--- src/rtl/seq_break_unit.sv ---
module seq_break_unit #(
  parameter int CW = 16
) (
  input  logic          clk,
  input  logic          rst_n,
  input  logic          seq_mode,
  input  logic          mode_wr,
  input  logic          a_pre_exec,
  input  logic          a_is_fetch,
  input  logic          hit_a,
  input  logic          hit_b,
  input  logic          cnt_en,
  input  logic          cnt_wr,
  input  logic [CW-1:0] cnt_wdata,
  input  logic          clr_flag_a,
  input  logic          clr_flag_b,
  output logic          brk_req,
  output logic          flag_a,
  output logic          flag_b,
  output logic [CW-1:0] exec_cnt
);
  logic armed;

  wire cnt_zero = exec_cnt == '0;
  wire b_cond   = hit_b && (!cnt_en || exec_cnt == CW'(1));
  wire same_ok  = hit_a && a_pre_exec && a_is_fetch;
  wire seq_fire = seq_mode && b_cond && (armed || same_ok);
  wire fire     = seq_mode ? seq_fire : (hit_a || b_cond);
  wire set_b    = seq_mode ? seq_fire : b_cond;

  always_ff @(posedge clk or negedge rst_n) begin
    if (!rst_n) begin
      brk_req  <= 1'b0;
      flag_a   <= 1'b0;
      flag_b   <= 1'b0;
      armed    <= 1'b0;
      exec_cnt <= '0;
    end else begin
      brk_req <= fire;
      if (hit_a) flag_a <= 1'b1;
      else if (clr_flag_a) flag_a <= 1'b0;
      if (set_b) flag_b <= 1'b1;
      else if (clr_flag_b) flag_b <= 1'b0;
      if (mode_wr || seq_fire) armed <= 1'b0;
      else if (seq_mode && hit_a) armed <= 1'b1;
      if (cnt_wr) exec_cnt <= cnt_wdata;
      else if (cnt_en && hit_b && !cnt_zero) exec_cnt <= exec_cnt - CW'(1);
    end
  end

  a_r2_indep_a_breaks: assert property (@(posedge clk) disable iff (!rst_n)
    !seq_mode && hit_a |=> brk_req && flag_a);
  a_r4_b_first_ignored: assert property (@(posedge clk) disable iff (!rst_n)
    seq_mode && hit_b && !hit_a && !armed |=> !brk_req);
  a_r9_a_keeps_count: assert property (@(posedge clk) disable iff (!rst_n)
    hit_a && !hit_b && !cnt_wr |=> $stable(exec_cnt));
  a_r10_floor: assert property (@(posedge clk) disable iff (!rst_n)
    cnt_zero && !cnt_wr |=> exec_cnt == '0);
  a_r8_step: assert property (@(posedge clk) disable iff (!rst_n)
    cnt_en && hit_b && !cnt_wr && !cnt_zero |=> exec_cnt == $past(exec_cnt) - CW'(1));
  a_r11_sticky_a: assert property (@(posedge clk) disable iff (!rst_n)
    flag_a && !clr_flag_a |=> flag_a);
  a_r11_sticky_b: assert property (@(posedge clk) disable iff (!rst_n)
    flag_b && !clr_flag_b |=> flag_b);
endmodule

--- config.mk ---
export PLATFORM = sky130hd
export DESIGN_NAME = seq_break_unit
export DESIGN_NICKNAME = d
export VERILOG_FILES = /design/src/rtl/seq_break_unit.sv
export SDC_FILE = /design/constraint.sdc
export NUM_CORES = 1
export LEC_CHECK = 0
export BUFFER_PORTS_ARGS = -buffer_cell sky130_fd_sc_hd__buf_2
export CAP_MARGIN = 20
export CORE_MARGIN = 5
export CORE_UTILIZATION = 30
export DETAILED_ROUTE_END_ITERATION = 16
export HOLD_SLACK_MARGIN = 0.03
export SYNTH_ARGS = -nofsm -noshare
export SYNTH_HDL_FRONTEND = slang
export SYNTH_SLANG_ARGS = --single-unit
--- constraint.sdc ---
create_clock -name clk -period 4.9 [get_ports clk]
set_clock_uncertainty 0.2 [all_clocks]
set_input_delay 0.98 -clock clk [delete_from_list [all_inputs] [get_ports clk]]
set_output_delay 0.98 -clock clk [all_outputs]
set_load 0.03 [all_outputs]
**Yosys cells after proc, flatten, opt, wreduce, memory -nomap -nowiden**

Cells that the tools add are included.

- Logic and storage cells: 36
- Input bits: 28
- Register bits: 20
- Output and inout port bits: 19

- Reduce and logical (&&, ||, !) cells: 19
- Mux-type cells: 10
- Eq/ne operators: 1
- $add $sub $neg: 1

Operator list:

| operator | count |
|---|---|
| two-way mux 16 bit | 2 |
| == test 16 x 1 -> 1 bit (second input constant) | 1 |
| logical NOT 16 bit | 1 |
| subtractor 16 x 1 -> 16 bit (second input constant) | 1 |
| logical AND 1 bit | 8 |
| two-way mux 1 bit | 8 |
| nonzero test 2 bit | 4 |
| logical OR 1 bit | 4 |
| logical NOT 1 bit | 2 |

**Longest topological paths before layout**

- Depth in word-level cells: 7
- Mapped depth: 7
- Mapped depth without buffers: 6

**Worst setup path before layout**

No wires, ideal clock.

- Path kind: register to register
- From: register exec_cnt[4]
- To: register exec_cnt[11]
- Library setup time: 0.082 ns
- Path slack: 2.507 ns
- Data required time: 4.618 ns
- Arrival time: 2.111 ns
- Path buffers: 1
- Stages on the path, launching flop included: 6
- Clock period less this slack: 2.393 ns
- Cell sequence: dfrtp_1 or4_4 buf_6 or2_4 or4_1 a31oi_1

- Cells in the longest elaborated chain, start to end: 4
- Elaborated cells between the ends (all ways): 7
- Those cells by class: add/sub (1); mux (2); reduce/logical (4)

Ends and longest elaborated chain:

| what | RTL line | source |
|---|---|---|
| from (decl) | 20 | `output logic [CW-1:0] exec_cnt` |
| from (signal assigned) | 46 | `if (cnt_wr) exec_cnt <= cnt_wdata;` |
| from (signal assigned) | 47 | `else if (cnt_en && hit_b && !cnt_zero) exec_cnt <= exec_cnt - CW'(1);` |
| parallel branches: the longest is 4 deep, another holds subtractor 16 x 1 -> 16 bit | - |  |

Several ways; the timed one is not identified. The select of a mux whose other input is x is not followed.
A chain may end at the register's enable or synchronous reset.

**Worst setup path after layout**

- From: input hit_b
- To: register exec_cnt[11]

- Cells in the longest elaborated chain, start to end: 3

Ends and longest elaborated chain:

| what | RTL line | source |
|---|---|---|
| from (decl) | 11 | `input logic hit_b,` |
| logical AND 1 bit (2 in series) | 47 |  |
| nonzero test 2 bit (no source line) | - |  |

Every way passes these cells.

==> impl_metrics.toml <==
[run_status]
status = "complete, no violations"

[clock_network]
cts_max_level = 1
cts_hold_repair.buffers = 0
clkLatencyLatePin_ns = 0.26
cts.sinks = 20
cts_setup_buffers = 0
clock_path_buffers = 2
cts-root-buf = "clkbuf_8"
cts_resized = 0
clkSlewWorstSetupHoldPaths_ns = 0.07
cts_buffers = 3
tritoncts = "done"

[synth]
avgSynthCellArea_um2 = 8.79
synth_warnings = 0
ys_types = 44
postSynthCellCount = 144
synth.most_common_cell = "dfrtp_1"
yosysTopAreaCell = "dfrtp_1"
syn_area_um2 = 1270
yosys.area.top_type_share_pct = 39.5
synthFlopType = "dfrtp_1"
synth_edf_count = 0
yosys-top-cells-count = "dfrtp_1 (20), nor2_1 (14), nand3_1 (11)"
synth_nets = 175
synth.yosys.seq_area_share_pct = 39.5
async_reset_ff_share_pct = 100
ys_ff_latch = 20
synth.area.top_cells = "dfrtp_1 (40%), nand3_1 (4.3%), nor2_1 (4.2%)"

[timing]
fin_crit_sh_pct = 51.1
worst_slew_pin_slew_ns = 0.547
period_minus_slack_ns = 2.50
maxSlewViolCount = 0
tns_ns = 0
rsz0062_at_grt = "no"
fmax_mhz = 400
hold_viol = 0
relSlewSlack_pct = 63.2
setup_viol = 0

[min_path]
hold_depth = 1
hp-class = "reg2reg"

[setup_path]
worstSetupPathType = "in2reg"
max_stage_delay_ns = 0.50
worst_path_max_delay_cell = "or4_1"
path_cells = "buf_2 > nand4bb_1 > or2_4 > or4_1 > a31oi_1"
cp_num_cells = 5
cp-start-kind = "input port"
rr_worst_depth = 4
cp.buffers_inverters = 1
cp-end-kind = "flip-flop"
arrival_ns = 2.48
crit_family = "simple AND/OR/NAND/NOR gates"
path_max_fanout = 9
required_ns = 4.88

[global_route]
grt_use_met2_pct = 20.8
grt_max_degree = 21
grt_pass1_wl_um = 5930
grt_busiest_layer = "met2"
grt_pass1_vias = 1251
grt_usage_pct = 13.4
use_met1_pct = 18.8
antenna_found_initial = 0
grt_overflow = 0
grt.met3_usage_pct = 4.41

[route]
routed_wl_um = 3600
via_count = 1288
drc_errors = 0
viasPerCell = 5.46
post_drt_wl_per_cell_um = 15.3
dr.pass1.iters = 4
ant_nets = 0
drtIter0Drc = 91

[power]
power.density_nw_per_um2 = 269
p_leak_nw = 0.675
peakVddDrop_uv = 142

[layout]
layout.nets = 219
syn_to_final_growth_pct = 23.7
drive_gt1_share_pct = 30.1
final_cells = 236
diodes = 0

[flow_run]
max_cap_viol_count = 0

[die]
placementRows = 23
die_w_um = 75.0
io-pin-count = 47
dieArea_um2 = 5620
core_um2 = 4060
die_h_um = 75.0
start_util_pct = 31.2

[place]
numPortBuffers = 46
place.gp.congestion = 0.822
hpwl_um = 2650
placedCellCount = 233
[final timing paths]
check / start / to / slack, ns
min in group asynchronous: rst_n / exec_cnt[13] / 0.47
hold / removal: flag_b / flag_b / 0.30
hold reg to reg: flag_b / flag_b / 0.30
setup reg to reg: exec_cnt[4] / exec_cnt[13] / 2.46
setup / recovery: hit_b / exec_cnt[11] / 2.40
max in group asynchronous: rst_n / exec_cnt[11] / 3.69
[final cells by class]
| cell class | count | area [um^2] |
|---|---|---|
| clock buffer | 3 | 41.3 |
| fill | 426 | 2490 |
| inverter | 10 | 37.5 |
| multi-input combinational | 107 | 694 |
| sequential | 20 | 500 |
| tap | 50 | 62.6 |
| timing repair buffer | 46 | 230 |
[metrics by stage]
| stage | area (um^2) | hold slack (ns) | setup WS (ns) | utilization, % | total power (W) |
|---|---|---|---|---|---|
| final | 1570 | 0.297 | 2.40 | 38.6 | 0.000421 |
| after floorplan | 1270 | 0.348 | 2.51 | - | 0.000271 |
| after global placement | 1530 | 0.293 | 2.18 | 37.6 | 0.000314 |
| after CTS | 1570 | 0.301 | 2.40 | 38.6 | 0.000429 |
| after detailed placement | 1530 | 0.283 | 2.13 | 37.6 | 0.000314 |
| after global routing | 1570 | 0.312 | 2.28 | 38.6 | 0.000449 |
[where the power goes]
part / internal (W) / leakage, nW / switching [W] / total (W)
clock network: 0.0000548 / 0.0216 / 0.0000566 / 0.000111
registers: 0.000180 / 0.235 / 0.0000209 / 0.000201
logic: 0.0000386 / 0.419 / 0.0000705 / 0.000109
[registers in the layout, indices dropped and copies added, names as in the netlist]
| name | count |
|---|---|
| flag_b | 1 |
| exec_cnt | 16 |
| armed | 1 |
| brk_req | 1 |
| flag_a | 1 |
[logic make-up after synthesis]
family,share of synthesized area (%)
simple gates,28.6
fa+ha+maj,2.96
flops,39.5
buf+inv,5.63
compound gates,23.3
[per-layer routing]
metal	up-vias	part of all wire [%]
met4	0	0.17
met3	2	9.4
li1	642	-
met5	-	0
met1	590	47
met2	54	43
[worst register-to-register path: cells and delay by family, from the launching register on]
kind / cells / cell delay, ns
simple gates: 3 / 1.55
flops: 1 / 0.44
compound gates: 1 / 0.17
[cells in the final DEF (no fill, tap or decap), types with 2 or more instances in the layout]
cell type,instances
a2bb2oi_1,2
a21oi_1,4
a31oi_1,7
ha_1,3
nor3_1,4
inv_1,9
or4_2,2
a22oi_1,2
nand2_1,9
nor2_1,14
o21ai_0,7
dfrtp_1,20
a211o_1,2
or4_1,3
nand4_1,6
nor4_2,2
o31ai_1,6
clkbuf_8,3
buf_2,46
nand3_1,11
(Power assumes the default switching activity.)
